==> config.mk <==
export PLATFORM = sky130hd
export DESIGN_NAME = sar_step_ctrl
export DESIGN_NICKNAME = d
export VERILOG_FILES = /design/src/rtl/sar_pkg.sv /design/src/rtl/sar_adv_sync.sv /design/src/rtl/sar_step_ring.sv /design/src/rtl/sar_trial_reg.sv /design/src/rtl/sar_step_ctrl.sv
export SDC_FILE = /design/constraint.sdc
export NUM_CORES = 1
export LEC_CHECK = 0
export BUFFER_PORTS_ARGS = -buffer_cell sky130_fd_sc_hd__buf_4
export CAP_MARGIN = 20
export CORE_MARGIN = 3
export CORE_UTILIZATION = 50
export CTS_BUF_LIST = sky130_fd_sc_hd__clkbuf_16
export DETAILED_ROUTE_END_ITERATION = 6
export PLACE_DENSITY = 0.76
export SYNTH_ARGS = -nofsm -noshare
export SYNTH_HDL_FRONTEND = slang
export SYNTH_SLANG_ARGS = --single-unit
==> constraint.sdc <==
create_clock -name clk -period 1.05 [get_ports clk]
set_input_delay 0.2625 -clock clk [delete_from_list [all_inputs] [get_ports clk]]
set_output_delay 0.2625 -clock clk [all_outputs]
set_load 0.005 [all_outputs]
==> src/rtl/sar_pkg.sv <==
// Package: shared defaults for the step-driven successive-approximation controller.
// Assumes: nothing; holds constants and helper functions only.
package sar_pkg;

    // Default code width of the converter.
    parameter int unsigned SAR_DEF_CODE_W = 8;

    // Default depth of the advance-request synchroniser.
    parameter int unsigned SAR_DEF_SYNC = 2;

    // Number of one-hot step flags: idle, one per bit, terminal.
    function automatic int unsigned sar_steps(input int unsigned code_w);
        return code_w + 2;
    endfunction

endpackage

==> src/rtl/sar_adv_sync.sv <==
// Module: sar_adv_sync
// Synchronises an asynchronous advance level into the clock domain and emits a
// single-cycle pulse on each rising edge of the synchronised level.
// Assumes: SYNC_STAGES >= 2; rst_n is synchronous and active low.
module sar_adv_sync #(
    parameter int unsigned SYNC_STAGES = 2
) (
    input  logic clk,
    input  logic rst_n,
    input  logic adv_raw,
    output logic adv_pulse
);

    logic [SYNC_STAGES-1:0] sync_q;
    logic                   prev_q;

    // Shift the raw request through the synchroniser chain.
    always_ff @(posedge clk) begin
        if (!rst_n) begin
            sync_q <= '0;
        end else begin
            sync_q <= {sync_q[SYNC_STAGES-2:0], adv_raw};
        end
    end

    // Remember the last synchronised level for edge detection.
    always_ff @(posedge clk) begin
        if (!rst_n) begin
            prev_q <= 1'b0;
        end else begin
            prev_q <= sync_q[SYNC_STAGES-1];
        end
    end

    // One pulse per low-to-high transition of the synchronised level.
    always_comb begin
        adv_pulse = sync_q[SYNC_STAGES-1] & ~prev_q;
    end

endmodule

==> src/rtl/sar_step_ring.sv <==
// Module: sar_step_ring
// One-hot step sequencer. It rotates by one position per advance pulse, and the
// terminal flag wraps back to idle. Reset loads the idle flag.
// Assumes: NSTEPS >= 3; advance is a single-cycle pulse.
module sar_step_ring #(
    parameter int unsigned NSTEPS = 10
) (
    input  logic              clk,
    input  logic              rst_n,
    input  logic              adv,
    output logic [NSTEPS-1:0] step
);

    logic [NSTEPS-1:0] step_q;
    logic [NSTEPS-1:0] step_nxt;

    // Next-state rotation: each flag takes its lower neighbour, idle takes terminal.
    always_comb begin
        step_nxt[0] = step_q[NSTEPS-1];
    end

    for (genvar i = 1; i < NSTEPS; i++) begin : g_rot
        // Each non-idle flag follows the flag below it.
        always_comb begin
            step_nxt[i] = step_q[i-1];
        end
    end

    // Register the ring; it moves only on an advance pulse.
    always_ff @(posedge clk) begin
        if (!rst_n) begin
            step_q <= {{(NSTEPS-1){1'b0}}, 1'b1};
        end else if (adv) begin
            step_q <= step_nxt;
        end
    end

    // Expose the current step.
    always_comb begin
        step = step_q;
    end

endmodule

==> src/rtl/sar_trial_reg.sv <==
// Module: sar_trial_reg
// Trial-code register. Each bit is set when its step begins and cleared when the
// comparator reports the trial above the input while that bit is under test.
// The terminal step clears the whole code.
// Assumes: step is one-hot with CODE_W+2 flags, bit 0 idle, bit CODE_W+1 terminal;
// code bit b is under test while step flag CODE_W-b is active.
module sar_trial_reg #(
    parameter int unsigned CODE_W = 8,
    localparam int unsigned NSTEPS = CODE_W + 2
) (
    input  logic              clk,
    input  logic              rst_n,
    input  logic              adv,
    input  logic              cmp,
    input  logic [NSTEPS-1:0] step,
    output logic [CODE_W-1:0] trial,
    output logic [CODE_W-1:0] trial_nxt
);

    logic [CODE_W-1:0] trial_q;
    logic              wipe;

    // The terminal flag clears every bit on the wrapping advance.
    always_comb begin
        wipe = step[NSTEPS-1];
    end

    for (genvar b = 0; b < CODE_W; b++) begin : g_bit
        logic begin_test;
        logic under_test;

        // Decode which phase this bit is in.
        always_comb begin
            begin_test = step[CODE_W-b-1];
            under_test = step[CODE_W-b];
        end

        // Next value of this bit if an advance happens now.
        always_comb begin
            if (wipe) begin
                trial_nxt[b] = 1'b0;
            end else if (begin_test) begin
                trial_nxt[b] = 1'b1;
            end else if (under_test && cmp) begin
                trial_nxt[b] = 1'b0;
            end else begin
                trial_nxt[b] = trial_q[b];
            end
        end
    end

    // Register the trial code on each advance.
    always_ff @(posedge clk) begin
        if (!rst_n) begin
            trial_q <= '0;
        end else if (adv) begin
            trial_q <= trial_nxt;
        end
    end

    // Expose the current trial.
    always_comb begin
        trial = trial_q;
    end

endmodule

==> src/rtl/sar_step_ctrl.sv <==
// Module: sar_step_ctrl (top)
// Single-step successive-approximation controller: an advance synchroniser, a
// one-hot step ring, a trial register, and the result and done latch.
// Assumes: cmp_i is high when the DAC output for trial_o exceeds the input and is
// settled when an advance is applied; rst_n is synchronous, active low.
module sar_step_ctrl
    import sar_pkg::*;
#(
    parameter int unsigned CODE_W      = SAR_DEF_CODE_W,
    parameter int unsigned SYNC_STAGES = SAR_DEF_SYNC,
    localparam int unsigned NSTEPS     = CODE_W + 2
) (
    input  logic              clk,
    input  logic              rst_n,
    input  logic              adv_i,
    input  logic              cmp_i,
    output logic [CODE_W-1:0] trial_o,
    output logic [NSTEPS-1:0] step_o,
    output logic              done_o,
    output logic [CODE_W-1:0] result_o
);

    logic              adv_pulse;
    logic [NSTEPS-1:0] step;
    logic [CODE_W-1:0] trial;
    logic [CODE_W-1:0] trial_nxt;
    logic [CODE_W-1:0] result_q;
    logic              done_q;

    sar_adv_sync #(.SYNC_STAGES(SYNC_STAGES)) u_sync (
        .clk      (clk),
        .rst_n    (rst_n),
        .adv_raw  (adv_i),
        .adv_pulse(adv_pulse)
    );

    sar_step_ring #(.NSTEPS(NSTEPS)) u_ring (
        .clk  (clk),
        .rst_n(rst_n),
        .adv  (adv_pulse),
        .step (step)
    );

    sar_trial_reg #(.CODE_W(CODE_W)) u_trial (
        .clk      (clk),
        .rst_n    (rst_n),
        .adv      (adv_pulse),
        .cmp      (cmp_i),
        .step     (step),
        .trial    (trial),
        .trial_nxt(trial_nxt)
    );

    // Capture the final code when the LSB decision is made.
    always_ff @(posedge clk) begin
        if (!rst_n) begin
            result_q <= '0;
        end else if (adv_pulse && step[CODE_W]) begin
            result_q <= trial_nxt;
        end
    end

    // Raise done on the last decision; drop it when a new conversion starts.
    always_ff @(posedge clk) begin
        if (!rst_n) begin
            done_q <= 1'b0;
        end else if (adv_pulse && step[CODE_W]) begin
            done_q <= 1'b1;
        end else if (adv_pulse && step[0]) begin
            done_q <= 1'b0;
        end
    end

    // Drive the outputs.
    always_comb begin
        trial_o  = trial;
        step_o   = step;
        done_o   = done_q;
        result_o = result_q;
    end

endmodule

==> results.md <==
- Status: finished, violations left
- Failing checks: negative setup slack
- Worst-Skew Late Latency: 0.27 ns
- CTS max path bufs: 2
- Top cells by area, synth: dfxtp_1 (51%), nand3_1 (6.4%), o21ai_1 (6.4%), nand2_1 (5.4%), a21boi_0 (4.5%)
- H-tree depth: 2
- Hold/Removal Path Class: input pin to flip-flop
- Fin Clk Skew: 0.00569 ns
- Syn Inst Count: 129
- FMAX: 914 MHz
- Synth Register Bits: 30
- Port Buffers: 30
- Global-route wire length before repair: 4700 um
- Synth top area share: 51.0%
- Initial antenna violation count: 0
- First-pass iteration count of the detailed router: 4
- Endpoints failing setup: 1
- DRC: 0
- Crit. End Element: output pin
- Nets: 173
- Slowest CP cell: dfxtp_2
- Cell area after synthesis: 1180 sq um
- CP required: 0.79 ns
- Logic pwr share: 4.5%
- Clock-pin slew on the worst setup and hold paths: 0.05 ns
- Total power draw: 2.58 mW
- Fin. max-slew vios: 0
- Largest fanout on the critical path: 3
- Synth cell count leaders: dfxtp_1 (30), nand2_1 (17), nand3_1 (15), o21ai_1 (15), a21oi_1 (10)
- Clock network fraction of total power: 50.5%
- Fin crit share: 104%
- Worst Setup Slack, final: -0.0438 ns
- Worst path buffer plus inverter count: 2
- CP delay by family, top: flip-flops
- Number of global-route vias before repair: 1014
- Die Area: 2980 sq um
- Core Area: 2100 sq um
- Top FF cell, synth: dfxtp_1
- N_diodes: 0
- DRT iter0 DRCs: 23
- Clock root buffer: clkbuf_16
- Area leader, netlist: dfxtp_1
- Sequential share of power: 45.0%
- Relative slew slack: 80.4%
- Antenna-violating nets left: 0
- Row count: 16
- Kind of critical path: flip-flop to output pin
- # fillers: 138
- Routed Wire Length: 3130 um
- Sw Ratio: 20.5%
- Register Area: 623 sq um
- Drt wl/cell: 15.9 um
- Synth Area per Inst: 9.14 sq um
- Distinct cells, synth: 23
- Register area share after synthesis: 51.0%
- IO Pins: 31
- Clk sinks: 30
- CTS tree: built
- Leakage: 0.707 nW
- HPWL Detailed: 2090 um
- Synth warnings: 0
- EDFF count, synth: 0
- Total global routing overflow: 0
- RSZ-0062 raised after global routing: yes
- Via density: 5.69
- Most used cell, CP: buf_6
- Gr usage total: 22.8%
- TritonCTS Buffers: 5
- Total vias in the final route: 1121
- Largest net degree at the start of global routing: 15
- Starting Density: 56.1%
- Cell area after layout: 1670 sq um
- Gp weighted congestion: 0.808
- Most numerous cell in the Yosys netlist: dfxtp_1
- Layout cell share with drive strength beyond 1: 40.0%
- CP Launch Type: flip-flop
- Post-synth net total: 133
- Critical Path, Cell by Cell: buf_6 > buf_6
- DIE WIDTH: 54.6 um
- Min Tclk post-route: 1.09 ns
- Post-synth ARST share: 0%
- PwrDens: 1550 nW/um^2
- Placed cell area: 1460 sq um
- Area Overhead vs Synth: 41.7%
- Die Span Y: 54.6 um
- Slew @ Worst Pin: 0.290 ns
- Net Sw Power: 0.530 mW
- Peak supply drop: 1.79 mV
- Max Cap Viol: 0
- Area of the multi-input gates: 537 sq um
- Crit-path max cell delay: 0.34 ns
- Pint: 2.05 mW
- Crit path DAT: 0.83 ns
- Final hold vios: 0
-- power by group through the flow --
stage                     combinational, mW  sequential [mW]  clock (mW)
final                                 0.115             1.16        1.30
after global routing                  0.123             1.16        1.36
after CTS                             0.108             1.17        1.32
after detailed placement              0.107             1.19           0
after global placement                0.104             1.19           0
after floorplan                      0.0599             1.19           0
-- cell families (layout without fill, tap and decap cells) --
family | count (synthesis) | count (layout) | share of synthesized area, %
AND/OR/NAND/NOR | 48 | 48 | 21.2
AO/OA/AOI/OAI | 42 | 42 | 22.7
flip-flops | 30 | 30 | 51.0
buffers and inverters | 9 | 50 | 5.09
-- stage by stage --
step           instances  setup WS, ns  util (%)  TNS [ns]  hold slack (ns)
2_1_floorplan        129        0.0724         -         0            0.384
3_3_place_gp         187        0.0409      69.3         0            0.415
3_5_place_dp         187       -0.0707      69.3   -0.0707            0.433
4_1_cts              196       -0.0538      77.9   -0.0694            0.213
5_1_grt              197       -0.0660      79.5   -0.0885            0.213
6_report             197       -0.0438      79.5   -0.0438            0.208
-- metal layers --
| layer | up-vias | share of wire [%] | track usage (%) |
|---|---|---|---|
| li1 | 531 | - | - |
| met1 | 538 | 42 | 25.8 |
| met2 | 42 | 50 | 39.4 |
| met3 | 10 | 6.1 | 5.99 |
| met4 | 0 | 2.2 | 11.2 |
| met5 | - | 0 | 0 |
-- final timing paths --
check	startpoint	endpoint	slack (ns)	cells after the start
worst max-delay path	u_ring.step[8]	step_o[8]	-0.04	2
worst max register to register	u_sync.prev_q	u_ring.step[0]	0.03	4
worst min register to register	u_sync.sync_q[0]	u_sync.sync_q[1]	0.44	1
worst min-delay path	adv_i	u_sync.sync_q[0]	0.21	2
-- sequential cells by signal, summed over array words and instances, names as in the netlist --
signal / flops
u_ring.step: 10
u_trial.trial: 8
u_sync.sync_q: 2
result_o: 8
u_sync.prev_q: 1
done_o: 1
-- area by class of cell --
| cell class | instances | share of cell area, % |
|---|---|---|
| clock buffer | 5 | 7.49 |
| sequential | 30 | 37.3 |
| clock inverter | 3 | 0.749 |
| multi-input combinational | 90 | 32.1 |
| inverter | 2 | 0.449 |
| tap | 27 | 2.02 |
| timing repair buffer | 40 | 19.9 |
-- placed cells by master (no fill, tap or decap), types with 3 or more instances in the layout --
cell        n
o21bai_1    7
and2_1      3
dfxtp_4     3
inv_1       3
nor2_1      4
buf_4      34
nand3_1    15
a21oi_1    10
dfxtp_2     9
nand2_1    17
o21ai_1    15
clkbuf_16   5
dfxtp_1    18
buf_6       5
a21boi_0    7
-- worst register-to-register path, stage by stage (launching register included) --
cell	delay (ns)
dfxtp_2	0.35
and2b_2	0.23
buf_4	0.15
nor2_1	0.10
o21ai_1	0.08
-- repair_timing --
action | CTS | global route
endpoints found under the hold margin | 0 | 0
hold buffers | 0 | 0
gates resized for setup | 15 | 9
buffers inserted | 1 | 1
endpoints found under the setup margin | 10 | 8
pin swaps | 0 | 1
Note: power is estimated with default switching activity, not from simulation.
